`src/rtl/lsu_pkg.sv`:
```
package lsu_pkg;
  localparam logic [6:0] OPC_LOAD  = 7'b0000011;
  localparam logic [6:0] OPC_STORE = 7'b0100011;
  localparam logic [2:0] F3_WORD_U = 3'b110;
  localparam logic [2:0] F3_DWORD  = 3'b011;
  localparam int unsigned REG_AW   = 5;
  localparam int unsigned IMM_W    = 12;

  typedef enum logic [1:0] {
    ST_IDLE = 2'd0,
    ST_REQ  = 2'd1,
    ST_WAIT = 2'd2
  } state_e;

  typedef struct packed {
    logic              hit;
    logic              store;
    logic              word;
    logic [REG_AW-1:0] rd;
  } dec_t;
endpackage

```
`src/rtl/lsu_decode.sv`:
```
module lsu_decode
  import lsu_pkg::*;
#(
  parameter int unsigned XLEN = 64
) (
  input  logic [31:0]     instr_i,
  output dec_t            dec_o,
  output logic [XLEN-1:0] imm_o
);
  logic [6:0]       opc;
  logic [2:0]       f3;
  logic             is_ld_w, is_ld_d, is_st_d;
  logic [IMM_W-1:0] imm12;

  assign opc = instr_i[6:0];
  assign f3  = instr_i[14:12];

  assign is_ld_w = (opc == OPC_LOAD)  && (f3 == F3_WORD_U);
  assign is_ld_d = (opc == OPC_LOAD)  && (f3 == F3_DWORD);
  assign is_st_d = (opc == OPC_STORE) && (f3 == F3_DWORD);

  always_comb begin
    dec_o.hit   = is_ld_w | is_ld_d | is_st_d;
    dec_o.store = is_st_d;
    dec_o.word  = is_ld_w;
    dec_o.rd    = is_st_d ? '0 : instr_i[11:7];
  end

  // store immediate is split across two fields
  assign imm12 = is_st_d ? {instr_i[31:25], instr_i[11:7]} : instr_i[31:20];
  assign imm_o = {{(XLEN-IMM_W){imm12[IMM_W-1]}}, imm12};
endmodule

```
`src/rtl/lsu_agen.sv`:
```
module lsu_agen #(
  parameter int unsigned XLEN = 64,
  localparam int unsigned BE_W = XLEN / 8,
  localparam int unsigned SZ_D = $clog2(BE_W),
  localparam int unsigned HSEL = SZ_D - 1
) (
  input  logic [XLEN-1:0] base_i,
  input  logic [XLEN-1:0] imm_i,
  input  logic            word_i,
  output logic [XLEN-1:0] addr_o,
  output logic [BE_W-1:0] be_o,
  output logic [1:0]      size_o
);
  localparam int unsigned HALF = BE_W / 2;
  localparam logic [BE_W-1:0] LO_MASK = {{HALF{1'b0}}, {HALF{1'b1}}};

  assign addr_o = base_i + imm_i;

  always_comb begin
    if (word_i) begin
      be_o   = addr_o[HSEL] ? ~LO_MASK : LO_MASK;
      size_o = 2'(SZ_D - 1);
    end else begin
      be_o   = '1;
      size_o = 2'(SZ_D);
    end
  end
endmodule

```
`src/rtl/lsu_extend.sv`:
```
module lsu_extend #(
  parameter int unsigned XLEN = 64,
  localparam int unsigned HW = XLEN / 2
) (
  input  logic [XLEN-1:0] rdata_i,
  input  logic            word_i,
  input  logic            hi_sel_i,
  output logic [XLEN-1:0] data_o
);
  logic [HW-1:0] half;

  assign half   = hi_sel_i ? rdata_i[XLEN-1:HW] : rdata_i[HW-1:0];
  assign data_o = word_i ? {{HW{1'b0}}, half} : rdata_i;
endmodule

```
`src/rtl/dw_lsu.sv`:
```
module dw_lsu
  import lsu_pkg::*;
#(
  parameter int unsigned XLEN = 64,
  localparam int unsigned BE_W = XLEN / 8,
  localparam int unsigned HSEL = $clog2(BE_W) - 1
) (
  input  logic            clk_i,
  input  logic            rst_ni,
  input  logic            instr_valid_i,
  input  logic [31:0]     instr_i,
  input  logic [XLEN-1:0] rs1_val_i,
  input  logic [XLEN-1:0] rs2_val_i,
  output logic            instr_ready_o,
  output logic            not_mine_o,
  output logic            req_valid_o,
  input  logic            req_ready_i,
  output logic [XLEN-1:0] req_addr_o,
  output logic            req_we_o,
  output logic [1:0]      req_size_o,
  output logic [XLEN-1:0] req_wdata_o,
  output logic [BE_W-1:0] req_be_o,
  input  logic            rsp_valid_i,
  input  logic [XLEN-1:0] rsp_rdata_i,
  output logic            wb_en_o,
  output logic [4:0]      wb_rd_o,
  output logic [XLEN-1:0] wb_data_o
);
  dec_t            dec;
  logic [XLEN-1:0] imm, addr_d, ext_data;
  logic [BE_W-1:0] be_d;
  logic [1:0]      size_d;
  logic            take;

  state_e          state_q;
  logic [XLEN-1:0] addr_q, wdata_q, wb_data_q;
  logic [BE_W-1:0] be_q;
  logic [1:0]      size_q;
  logic            we_q, word_q, wb_en_q;
  logic [4:0]      rd_q;

  lsu_decode #(.XLEN(XLEN)) u_dec (
    .instr_i (instr_i),
    .dec_o   (dec),
    .imm_o   (imm)
  );

  lsu_agen #(.XLEN(XLEN)) u_agen (
    .base_i (rs1_val_i),
    .imm_i  (imm),
    .word_i (dec.word),
    .addr_o (addr_d),
    .be_o   (be_d),
    .size_o (size_d)
  );

  lsu_extend #(.XLEN(XLEN)) u_ext (
    .rdata_i  (rsp_rdata_i),
    .word_i   (word_q),
    .hi_sel_i (addr_q[HSEL]),
    .data_o   (ext_data)
  );

  assign instr_ready_o = (state_q == ST_IDLE);
  assign not_mine_o    = instr_valid_i && !dec.hit;
  assign take          = instr_valid_i && instr_ready_o && dec.hit;

  always_ff @(posedge clk_i or negedge rst_ni) begin
    if (!rst_ni) begin
      state_q <= ST_IDLE;
      addr_q  <= '0;
      wdata_q <= '0;
      be_q    <= '0;
      size_q  <= '0;
      we_q    <= 1'b0;
      word_q  <= 1'b0;
      rd_q    <= '0;
    end else begin
      unique case (state_q)
        ST_IDLE: if (take) begin
          state_q <= ST_REQ;
          addr_q  <= addr_d;
          wdata_q <= rs2_val_i;
          be_q    <= be_d;
          size_q  <= size_d;
          we_q    <= dec.store;
          word_q  <= dec.word;
          rd_q    <= dec.rd;
        end
        ST_REQ: if (req_ready_i) state_q <= we_q ? ST_IDLE : ST_WAIT;
        ST_WAIT: if (rsp_valid_i) state_q <= ST_IDLE;
        default: state_q <= ST_IDLE;
      endcase
    end
  end

  // write-back register: one-cycle strobe, never for x0
  always_ff @(posedge clk_i or negedge rst_ni) begin
    if (!rst_ni) begin
      wb_en_q   <= 1'b0;
      wb_data_q <= '0;
    end else begin
      wb_en_q <= 1'b0;
      if (state_q == ST_WAIT && rsp_valid_i) begin
        wb_en_q   <= (rd_q != '0);
        wb_data_q <= ext_data;
      end
    end
  end

  assign req_valid_o = (state_q == ST_REQ);
  assign req_addr_o  = addr_q;
  assign req_we_o    = we_q;
  assign req_size_o  = size_q;
  assign req_wdata_o = wdata_q;
  assign req_be_o    = be_q;
  assign wb_en_o     = wb_en_q;
  assign wb_rd_o     = rd_q;
  assign wb_data_o   = wb_data_q;
endmodule

```
`config.mk`:
```
export PLATFORM = sky130hd
export DESIGN_NAME = dw_lsu
export DESIGN_NICKNAME = d
export VERILOG_FILES = /design/src/rtl/lsu_pkg.sv /design/src/rtl/lsu_decode.sv /design/src/rtl/lsu_agen.sv /design/src/rtl/lsu_extend.sv /design/src/rtl/dw_lsu.sv
export SDC_FILE = /design/constraint.sdc
export NUM_CORES = 1
export LEC_CHECK = 0
export BUFFER_PORTS_ARGS = -buffer_cell sky130_fd_sc_hd__buf_2
export CORE_ASPECT_RATIO = 0.75
export CORE_MARGIN = 1
export CORE_UTILIZATION = 29
export CTS_CLUSTER_SIZE = 8
export DETAILED_ROUTE_END_ITERATION = 16
export PLACE_DENSITY = 0.59
export SLEW_MARGIN = 20
export SYNTH_ARGS = -nofsm -noshare
export SYNTH_HDL_FRONTEND = slang
export SYNTH_SLANG_ARGS = --single-unit
```
`constraint.sdc`:
```
create_clock -name clk_i -period 2.9 [get_ports clk_i]
set_input_delay 0.145 -clock clk_i [delete_from_list [all_inputs] [get_ports clk_i]]
set_output_delay 0.145 -clock clk_i [all_outputs]
set_load 0.01 [all_outputs]
```
==> flow_summary.yaml <==
worst_setup_path:
  critPathLaunchType: "input port"
  cp_data_arrival_time_ns: 3.51
  crit_path_end_kind: "register"
  crit_path_cell_trace: "buf_6 -> nor2_4 -> nand3_2 -> nor4b_4 -> nand3_1 -> buf_6 -> mux2_4 -> ha_4 -> inv_2 -> fa_2 -> nand2b_4 -> a211oi_4 -> o211ai_1 -> o21ai_2 -> a22o_4 -> a21bo_4 -> buf_6 -> a21bo_4 -> buf_4 -> xnor2_2 -> o21ai_1"
  crit_slowest_cell: "o211ai_1"
  crit_top_cell: "buf_6"
  max_stage_delay_ns: 0.34
  worstSetupPathType: "input port to register"
  crit_buf_inv: 5
  crit_required_ns: 3.36
  worstPathMaxFanout: 8
  crit_family: "compound AO/OA/AOI/OAI gates"
synthesis:
  synthMuxAreaShare_pct: 3.43
  synth-adder-area-share_pct: 6.79
  synth_area_leaders: "dfrtp_1 (43%), nand2_1 (12%), ha_1 (6.6%), o21ai_0 (6.1%), a21o_1 (3.0%)"
  synth_top_family_by_area: "simple AND/OR/NAND/NOR gates"
  synth_compound_area_share_pct: 18.2
  yosysSeqAreaShare_pct: 43.3
  synth_edf_count: 0
  synthDistinctLibCells: 73
  synth_xor_xnor_area_share_pct: 4.12
  syn_nets: 1683
  synth_flop_cell: "dfrtp_1"
  yosysTopAreaCellShare_pct: 43.3
  synthArstFlopShare_pct: 100
  post_synth.cell_area_avg_um2: 8.57
  synth_area_mm2: 0.0119
  synthSimpleGateAreaFrac_pct: 20.6
  yosys.area.top_type: "dfrtp_1"
  yosysWarnings: 0
  synth_seq_cells: 206
  syn_inst: 1390
power_and_ir_drop:
  switching_share_pct: 30.1
  p_int_uw: 6120
  pwr-share-comb_pct: 27.6
  power.switching_uw: 2630
  pwr-share-seq_pct: 36.2
  leakagePower_uw: 0.0103
  clock_power_share_pct: 36.3
  power_density_mw_per_mm2: 459
  vdd.ir_drop.worst_mv: 0.451
clock_tree:
  clock-root-buffer: "clkbuf_16"
  clk_path_buf_depth: 3
  h-tree-depth: 1
  cts_sinks: 206
  clk_latency_ns: 0.59
  cts_buffers: 30
  cts_tree: "yes"
  clk_pin_slew_worst_paths_ns: 0.06
grt:
  grt_start_max_net_pins: 86
  track_usage_pct: 22.0
  gr-total-overflow: 0
  grt_pass1_wl_um: 72200
  grt_antenna_before_repair: 4
  grt_pass1_vias: 12900
flow_run:
  drv_cap: 0
final_layout:
  final_area_mm2: 0.0191
  drive_gt1_share_pct: 36.1
  area_growth_pct: 60.2
  fin_nets: 2435
drt:
  drc: 0
  viasPerCell: 4.87
  ant_nets: 0
  first_pass_iters: 5
  vias: 13000
  first_iter_violations: 647
  wl_per_cell_um: 17.9
  wl_um: 47700
timing:
  max_freq_mhz: 329
  slew_violations: 0
  worst_clock_skew_ns: 0.0184
  slew_headroom_pct: 50.2
  hold_violations: 0
  finalCriticalPeriod_ns: 3.04
  worst_pin_slew_ns: 0.746
  timing.final.crit_share_pct: 105
  setup_violations: 17
  rsz0062_at_grt: "yes"
  setup_slack_ns: -0.140
outcome:
  violations: "negative setup slack"
  status: "finished with violations"
floorplan:
  die_h_um: 178
  die_area_mm2: 0.0419
  initial_core_util_pct: 29.8
  coreArea_mm2: 0.0400
  die_x_um: 236
  ioPinCount: 441
  rows: 63
place:
  place_congestion: 0.909
  io_buffers: 435
  placed_cell_area_mm2: 0.0162
  dp_hpwl_um: 35500
  dp_slack_ns: -0.976
min_path:
  hp-class: "input port to register"
[flip-flops by register name (all words and copies together) (netlist names)]
signal and flops:
wb_rd_o 5, req_addr_o 64, wb_en_o 1, req_we_o 1, word_q 1, req_size_o 2
req_be_o 2, state_q 2, req_wdata_o 64, wb_data_o 64
[what timing repair did]
action,CTS,global route
gates resized for setup,37,51
buffers inserted,9,8
pin swaps,31,55
setup endpoints to repair,37,43
hold endpoints to repair,221,0
hold buffers,148,0
[kinds of logic after synthesis]
group                      after synthesis
AOI/OAI and AO/OA                      356
xor gates and xnor gates                56
adders and majority gates               64
buffers and inverters                  102
DFF                                    206
muxes                                   40
and+or+nand+nor                        566
[power by group through the flow]
stage                     Clock (uW)  Combinational (uW)  Sequential [uW]
after floorplan                    0                 907             3290
after global placement             0                2040             3200
after detailed placement           0                2060             3210
after CTS                       3270                2300             3160
after global routing            3370                2620             3190
final                           3170                2410             3170
[cell type report]
type | count | area (um2)
timing repair buffer | 801 | 5470
clock inverter | 2 | 38.8
clock buffer | 32 | 778
antenna | 1 | 2.50
sequential | 206 | 5150
inverter | 21 | 78.8
fill | 3748 | 20900
tap | 520 | 651
multi-input combinational | 1082 | 6910
[synthesized netlist by cell type (all sizes together), types with 3 or more instances]
cell and count:
nand2b 40, o31ai 7, a21o 48, inv 21, dfrtp 206, o21bai 10
a31oi 7, o21a 8, clkbuf 58, nor4 4, and3 9, nor2 44
nor3 9, a21bo 3, ha 63, nand3 21, nor2b 6, a21oi 65
nand2 394, xnor2 33, a21boi 5, buf 23, or2 3, mux2i 33
a211o 4, o21ai 157, mux2 7, nand4 19, and2 3, o211ai 6
a221oi 6, a211oi 9, xor2 23
[routing by layer]
metal  vias to the layer above  wire, um  track usage, %
met5                         -         9               0
met4                         2      2140            9.23
met3                       103      3270            4.99
met2                       451     21900            36.0
met1                      6140     20400            27.8
li1                       6282         -               -
[through the flow]
stage	cells	power, uW	setup TNS [ns]	util [%]	hold slack, ns
6_report	2665	8750	-0.999	47.7	0.0428
5_1_grt	2664	9180	-6.49	47.7	0.0365
4_1_cts	2658	8740	-1.50	46.9	0.00385
3_5_place_dp	2467	5270	-37.25	40.6	0.270
3_3_place_gp	2467	5250	-35.61	40.6	0.267
2_1_floorplan	1390	4190	-14.39	-	-0.151
[worst paths after layout]
path,start,endpoint,slack [ns],depth (start not counted)
max in group asynchronous,rst_ni,req_addr_o[35]$_DFFE_PN0P_,1.82,3
min in group asynchronous,rst_ni,wb_data_o[11]$_DFFE_PN0P_,0.23,2
worst max-delay path,instr_i[3],req_addr_o[34]$_DFFE_PN0P_,-0.14,21
worst min-delay path,instr_i[7],req_addr_o[0]$_DFFE_PN0P_,0.04,5
worst max register to register,req_addr_o[2]$_DFFE_PN0P_,wb_data_o[17]$_DFFE_PN0P_,0.57,5
worst min register to register,req_wdata_o[55]$_DFFE_PN0P_,req_wdata_o[55]$_DFFE_PN0P_,0.46,2
[placed cells by master, fill, tap and decap left out, types with 27 or more instances in the layout]
cell type      Yosys  routed
dfrtp_1          206     206
nand2_1          393     391
a21o_1            48      48
buf_4              8     199
a21oi_1           65      56
clkbuf_16          0      30
o21ai_0          145     125
nand2b_1          40      39
o21ai_1           11      27
buf_2              3     432
mux2i_1           33      33
nor2_1            44      40
dlygate4sd3_1      0     148
ha_1              63      58
[worst min-delay path, stage by stage]
cell	delay [ns]
buf_2	0.09
mux2_4	0.14
ha_4	0.12
nand2_1	0.04
nand2_1	0.05
No activity file was read; power rests on OpenSTA's default activity.
